==> src/rtl/amcd_pkg.sv <==
package amcd_pkg;

    localparam int HALVE_STAGES = 2;
    localparam int FRAC_LEN     = 3;

    typedef enum logic [1:0] {
        SPD_SINGLE = 2'b00,
        SPD_DOUBLE = 2'b01,
        SPD_QUAD   = 2'b10,
        SPD_RSVD   = 2'b11
    } speed_e;

    typedef struct packed {
        logic                    frac;
        logic [HALVE_STAGES-1:0] halve;
        speed_e                  speed;
    } cfg_t;

    // 1 when each SCLK half period spans two prescaled ticks
    function automatic logic slow_speed(speed_e s);
        return !(s == SPD_DOUBLE || s == SPD_QUAD);
    endfunction

endpackage

==> src/rtl/amcd_prescale.sv <==
module amcd_prescale
    import amcd_pkg::*;
(
    input  logic                    clk,
    input  logic                    rst,
    input  logic                    restart,
    input  logic                    frac_i,
    input  logic [HALVE_STAGES-1:0] halve_i,
    output logic                    tick_o
);
    localparam int FCW = $clog2(FRAC_LEN);

    typedef struct packed {
        logic [FCW-1:0]          fcnt;
        logic [HALVE_STAGES-1:0] tog;
    } pre_st_t;

    pre_st_t s_q, s_nx, s_d;
    logic    run;

    // enable chain: fractional stage, then the halving stages in turn
    always_comb begin
        s_nx = s_q;
        if (frac_i) begin
            run = (s_q.fcnt != '0);
            s_nx.fcnt = (s_q.fcnt == FCW'(FRAC_LEN - 1)) ? '0 : s_q.fcnt + 1'b1;
        end else begin
            run = 1'b1;
            s_nx.fcnt = '0;
        end
        for (int i = 0; i < HALVE_STAGES; i++) begin
            if (halve_i[i]) begin
                if (run) begin
                    s_nx.tog[i] = ~s_q.tog[i];
                end
                run = run && s_q.tog[i];
            end
        end
        tick_o = run;
    end

    always_comb begin
        s_d = restart ? '0 : s_nx;
    end

    always_ff @(posedge clk) begin
        if (rst) begin
            s_q <= '0;
        end else begin
            s_q <= s_d;
        end
    end


    fc_range_chk: assert property (@(posedge clk) disable iff (rst)
        s_q.fcnt < FCW'(FRAC_LEN));


    halve_gap_chk: assert property (@(posedge clk) disable iff (rst)
        (|halve_i && tick_o && !restart) |=> !tick_o);

endmodule

==> src/rtl/amcd_sclk.sv <==
module amcd_sclk (
    input  logic clk,
    input  logic rst,
    input  logic restart,
    input  logic tick_i,
    input  logic slow_i,
    output logic fall_now_o,
    output logic sclk_o,
    output logic rise_o,
    output logic fall_o
);
    typedef struct packed {
        logic ph;
        logic sclk;
        logic rise;
        logic fall;
    } bclk_st_t;

    bclk_st_t s_q, s_nx, s_d;
    logic     toggle;

    always_comb begin
        s_nx   = s_q;
        toggle = tick_i && (!slow_i || s_q.ph);
        if (tick_i && slow_i) begin
            s_nx.ph = ~s_q.ph;
        end
        s_nx.sclk  = s_q.sclk ^ toggle;
        s_nx.rise  = toggle && !s_q.sclk;
        s_nx.fall  = toggle && s_q.sclk;
        fall_now_o = s_nx.fall;
    end

    always_comb begin
        s_d = s_nx;
        if (restart) begin
            s_d.ph   = 1'b0;
            s_d.sclk = 1'b0;
        end
    end

    always_ff @(posedge clk) begin
        if (rst) begin
            s_q <= '0;
        end else begin
            s_q <= s_d;
        end
    end

    assign sclk_o = s_q.sclk;
    assign rise_o = s_q.rise;
    assign fall_o = s_q.fall;


    sclk_pulse_chk: assert property (@(posedge clk) disable iff (rst)
        $rose(s_q.sclk) |-> s_q.rise);


    sclk_excl_chk: assert property (@(posedge clk) disable iff (rst)
        !(s_q.rise && s_q.fall));

endmodule

==> src/rtl/amcd_frame.sv <==
module amcd_frame #(
    parameter int HALF_BITS = 32
) (
    input  logic clk,
    input  logic rst,
    input  logic fall_now_i,
    output logic frame_end_o,
    output logic lrck_o,
    output logic edge_o
);
    localparam int BW = $clog2(HALF_BITS);

    typedef struct packed {
        logic [BW-1:0] bcnt;
        logic          lrck;
        logic          edge_p;
    } frm_st_t;

    frm_st_t s_q, s_d;
    logic    last;

    always_comb begin
        s_d        = s_q;
        last       = (s_q.bcnt == BW'(HALF_BITS - 1));
        s_d.edge_p = 1'b0;
        if (fall_now_i) begin
            if (last) begin
                s_d.bcnt   = '0;
                s_d.lrck   = ~s_q.lrck;
                s_d.edge_p = 1'b1;
            end else begin
                s_d.bcnt = s_q.bcnt + 1'b1;
            end
        end
        frame_end_o = fall_now_i && last && s_q.lrck;
    end

    always_ff @(posedge clk) begin
        if (rst) begin
            s_q <= '0;
        end else begin
            s_q <= s_d;
        end
    end

    assign lrck_o = s_q.lrck;
    assign edge_o = s_q.edge_p;


    lrck_on_fall_chk: assert property (@(posedge clk) disable iff (rst)
        (s_q.lrck != $past(s_q.lrck)) |-> $past(fall_now_i));


    frame_at_fall_chk: assert property (@(posedge clk) disable iff (rst)
        frame_end_o |=> (!s_q.lrck && s_q.bcnt == '0));

endmodule

==> src/rtl/audio_mclk_div.sv <==
module audio_mclk_div
    import amcd_pkg::*;
#(
    parameter int SCLK_PER_FRAME = 64
) (
    input  logic                    clk,
    input  logic                    rst,
    input  logic                    frac_sel_i,
    input  logic [HALVE_STAGES-1:0] halve_sel_i,
    input  logic [1:0]              speed_i,
    output logic                    sclk_o,
    output logic                    lrck_o,
    output logic                    sclk_rise_o,
    output logic                    sclk_fall_o,
    output logic                    lrck_edge_o
);
    localparam int HALF_BITS = SCLK_PER_FRAME / 2;

    cfg_t cfg_in, cfg_q, cfg_d;
    logic tick, fall_now, frame_end;

    always_comb begin
        cfg_in.frac  = frac_sel_i;
        cfg_in.halve = halve_sel_i;
        cfg_in.speed = speed_e'(speed_i);
        cfg_d        = (rst || frame_end) ? cfg_in : cfg_q;
    end

    always_ff @(posedge clk) begin
        cfg_q <= cfg_d;
    end

    amcd_prescale u_pre (
        .clk     (clk),
        .rst     (rst),
        .restart (frame_end),
        .frac_i  (cfg_q.frac),
        .halve_i (cfg_q.halve),
        .tick_o  (tick)
    );

    amcd_sclk u_bclk (
        .clk        (clk),
        .rst        (rst),
        .restart    (frame_end),
        .tick_i     (tick),
        .slow_i     (slow_speed(cfg_q.speed)),
        .fall_now_o (fall_now),
        .sclk_o     (sclk_o),
        .rise_o     (sclk_rise_o),
        .fall_o     (sclk_fall_o)
    );

    amcd_frame #(.HALF_BITS(HALF_BITS)) u_frm (
        .clk         (clk),
        .rst         (rst),
        .fall_now_i  (fall_now),
        .frame_end_o (frame_end),
        .lrck_o      (lrck_o),
        .edge_o      (lrck_edge_o)
    );


    cfg_hold_chk: assert property (@(posedge clk) disable iff (rst)
        (!$past(rst) && !$past(frame_end)) |-> $stable(cfg_q));

endmodule

==> config.mk <==
export PLATFORM = sky130hd
export DESIGN_NAME = audio_mclk_div
export DESIGN_NICKNAME = d
export VERILOG_FILES = /design/src/rtl/amcd_pkg.sv /design/src/rtl/amcd_prescale.sv /design/src/rtl/amcd_sclk.sv /design/src/rtl/amcd_frame.sv /design/src/rtl/audio_mclk_div.sv
export SDC_FILE = /design/constraint.sdc
export NUM_CORES = 1
export LEC_CHECK = 0
export BUFFER_PORTS_ARGS = -buffer_cell sky130_fd_sc_hd__buf_2
export CORE_MARGIN = 3
export CORE_UTILIZATION = 53
export DETAILED_ROUTE_END_ITERATION = 12
export PLACE_DENSITY = 0.74
export SLEW_MARGIN = 20
export SYNTH_ARGS = -nofsm -noshare
export SYNTH_HDL_FRONTEND = slang
export SYNTH_HIERARCHICAL = 1
export SYNTH_SLANG_ARGS = --single-unit
export TNS_END_PERCENT = 10
==> constraint.sdc <==
create_clock -name clk -period 2.8 [get_ports clk]
set_input_delay 0.56 -clock clk [delete_from_list [all_inputs] [get_ports clk]]
set_output_delay 0.56 -clock clk [all_outputs]
set_load 0.02 [all_outputs]
==> out/metrics.cfg <==
[synthesis]
synth.distinct_cells=30
synth_top_area_share_pct=34.63
postSynth.asyncResetShare_pct=0
synth_nets=93
synth_most_common_cell=dfxtp_1
ys_top_cells_by_count=dfxtp_1 (15), ha_1 (7), inv_1 (7), nor2_1 (7), edfxtp_1 (5)
netlist_instances=79
yosys_warnings=6
yosysSeqAreaShare_pct=51.95
synth.avg_cell_area_um2=10.98
synth_edf_count=5
netlist_area_um2=867.1
synth_area_leaders=dfxtp_1 (35%), edfxtp_1 (17%), ha_1 (10%), mux2i_1 (3.5%), inv_1 (3.0%)
synth_top_area_cell=dfxtp_1
ys.flop_type=dfxtp_1
synth-seq-cells=20

[floorplan]
ios=12
row_count=13
die-area_um2=2157
start_util_pct=61.27
fp.dieW_um=46.45
die_h_um=46.45
core_um2=1415

[sta]
setup_viol=0
hold_ws_ns=0.4324
relSlewSlack_pct=72.78
finalClockSkew_ns=0.004136
period_share_pct=90.72
rsz0062_at_grt=false
worstMarginPinSlew_ns=0.4083
finalHoldViolations=0
slew_viol_final=0
tns_ns=0
timing.fmax_ghz=0.3937
finalCriticalPeriod_ns=2.540

[placed_design]
portBuffers=11
place_area_um2=929.6
dp_hpwl_um=946.4
routabilityCongestion=0.6651

[global_routing]
grt_first_pass_wirelength_um=2208
grt_max_degree=15
met1_usage_pct=21.45
use_met2_pct=18.41
gr-usage-met3_pct=7.031
grt_usage_pct=14.93
first_global_vias=492
antenna_found_initial=0
busiest_layer=met1
grt_overflow=0

[critical_path]
crit_path_start_kind=flip-flop
arrival_ns=2.54
r2r_start=u_pre/s_q[2]$_SDFF_PP0_
critPathMaxFanout=10
end_kind=flip-flop
critPathLaunch=u_pre/s_q[2]$_SDFF_PP0_
cp.required_ns=2.80
path_class=flip-flop to flip-flop

[worst_hold_path]
hold_path_class=input pin to flip-flop
holdCritStartpoint=speed_i[1]

[clock_network]
cts.sinks=20
cts.root.buffer_cell=clkbuf_4
clk_pin_slew_ns=0.11
h-tree-depth=1
ctsHoldBuffers=0
insertion_delay_ns=0.29
clock_path_buffers=2
cts_tree=done
cts_buffers=3
ctsResizeCount=0
post-cts-setup-buffer-count=0

[detailed_routing]
routed_wirelength_um=1265
wl_per_cell_um=11.71
drc=0
drt_first_iter_violations=16
num_vias=564
ant_nets=0
first_pass_iters=5
vias_per_cell=5.222

[power_and_ir_drop]
power_frac_seq_pct=53.8
powerDensity_nw_per_um2=596.0
p_sw_mw=0.1130
leakagePower_nw=0.4203
switching_share_pct=19.25
clockPowerShare_pct=38.7
ir_worst_vdd_uv=562.9
p_int_mw=0.4739
combPwrFrac_pct=7.5

[layout]
syn_to_final_growth_pct=13.56
fillers=103
finalInstanceArea_um2=984.7
drive_above_1_share_pct=20.43
diodes=0
final_nets=108

[run]
drv_cap=0

[status]
outcome=complete, no violations

power groups by stage:
stage,combinational (mW),clock [mW],sequential [mW]
2_1_floorplan,0.0280,0,0.324
3_3_place_gp,0.0435,0,0.322
3_5_place_dp,0.0437,0,0.323
4_1_cts,0.0441,0.233,0.316
5_1_grt,0.0506,0.248,0.317
6_report,0.0442,0.227,0.316
state kept, by name, indices dropped and copies added (netlist names):
name	count
u_pre/s_q	4
cfg_q	5
u_bclk/fall_o	1
u_frm/lrck_o	1
u_bclk/sclk_o	1
u_frm/edge_o	1
u_bclk/s_q	1
u_bclk/rise_o	1
u_frm/s_q	5
critical path, stage by stage (launching register included):
cell and delay (ns):
dfxtp_1 0.33, inv_1 0.06, ha_1 0.22, a222oi_1 0.43, a21boi_0 0.32, ha_2 0.35, and3_1 0.29, or2_1 0.25
cells by family (layout without fill, tap and decap cells):
kind of cell    Yosys count  count (layout)  synth area share [%]
simple gates             25              25                 16.45
flops                    20              20                 51.95
compound gates           12              12                 10.24
buf+inv                   9              23                 4.762
fa+ha+maj                 7               7                 10.10
xor+xnor                  3               3                 3.031
mux                       3               3                 3.463
final timing paths:
check / endpoint / slack (ns) / depth (start not counted)
setup / recovery: cfg_q[0]$_DFFE_PP_ / 0.26 / 7
hold / removal: cfg_q[1]$_DFFE_PP_ / 0.43 / 1
setup reg to reg: cfg_q[0]$_DFFE_PP_ / 0.26 / 7
hold reg to reg: u_pre/s_q[1]$_SDFFE_PP0P_ / 0.47 / 2
layout by cell type, fill, tap and decap left out, drive strengths merged:
| master | n |
|---|---|
| a211oi | 1 |
| a21bo | 1 |
| a21boi | 2 |
| a21oi | 3 |
| a221o | 1 |
| a222oi | 1 |
| a31oi | 1 |
| and3 | 2 |
| and4b | 1 |
| and4bb | 1 |
| buf | 11 |
| bufinv | 1 |
| clkbuf | 3 |
| dfxtp | 15 |
| edfxtp | 5 |
| ha | 7 |
| inv | 8 |
| mux2i | 3 |
| nand2 | 4 |
| nand3 | 1 |
| nand3b | 1 |
| nor2 | 7 |
| nor2b | 2 |
| nor3 | 2 |
| nor3b | 1 |
| nor4bb | 1 |
| o21ai | 2 |
| or2 | 1 |
| or4 | 1 |
| xnor2 | 2 |
| xor2 | 1 |
per-layer routing:
metal / share of wire [%] / routed length [µm] / up-vias
met5: 0 / 0 / -
met1: 55 / 702 / 246
met3: 5.3 / 67 / 2
met4: 1.3 / 17 / 0
li1: - / - / 303
met2: 38 / 478 / 13
per-stage QoR:
stage,util (%),cells,total power [mW],setup WS [ns]
2_1_floorplan,-,79,0.3517,0.5064
3_3_place_gp,65.69,104,0.3653,0.2820
3_5_place_dp,65.69,104,0.3663,0.1324
4_1_cts,69.41,108,0.5931,0.1431
5_1_grt,69.58,108,0.6158,0.02456
6_report,69.58,108,0.5869,0.2599
layout make-up:
type	instances	area, µm²	area share (%)
Clock buffer	3	22.52	2.287
Clock inverter	1	30.03	3.050
Inverter	8	30.03	3.050
Multi-Input combinational cell	50	377.9	38.37
Sequential cell	20	450.4	45.74
Tap cell	15	18.77	1.906
Timing Repair Buffer	11	55.05	5.591
Power figures use the tool's default switching activity.
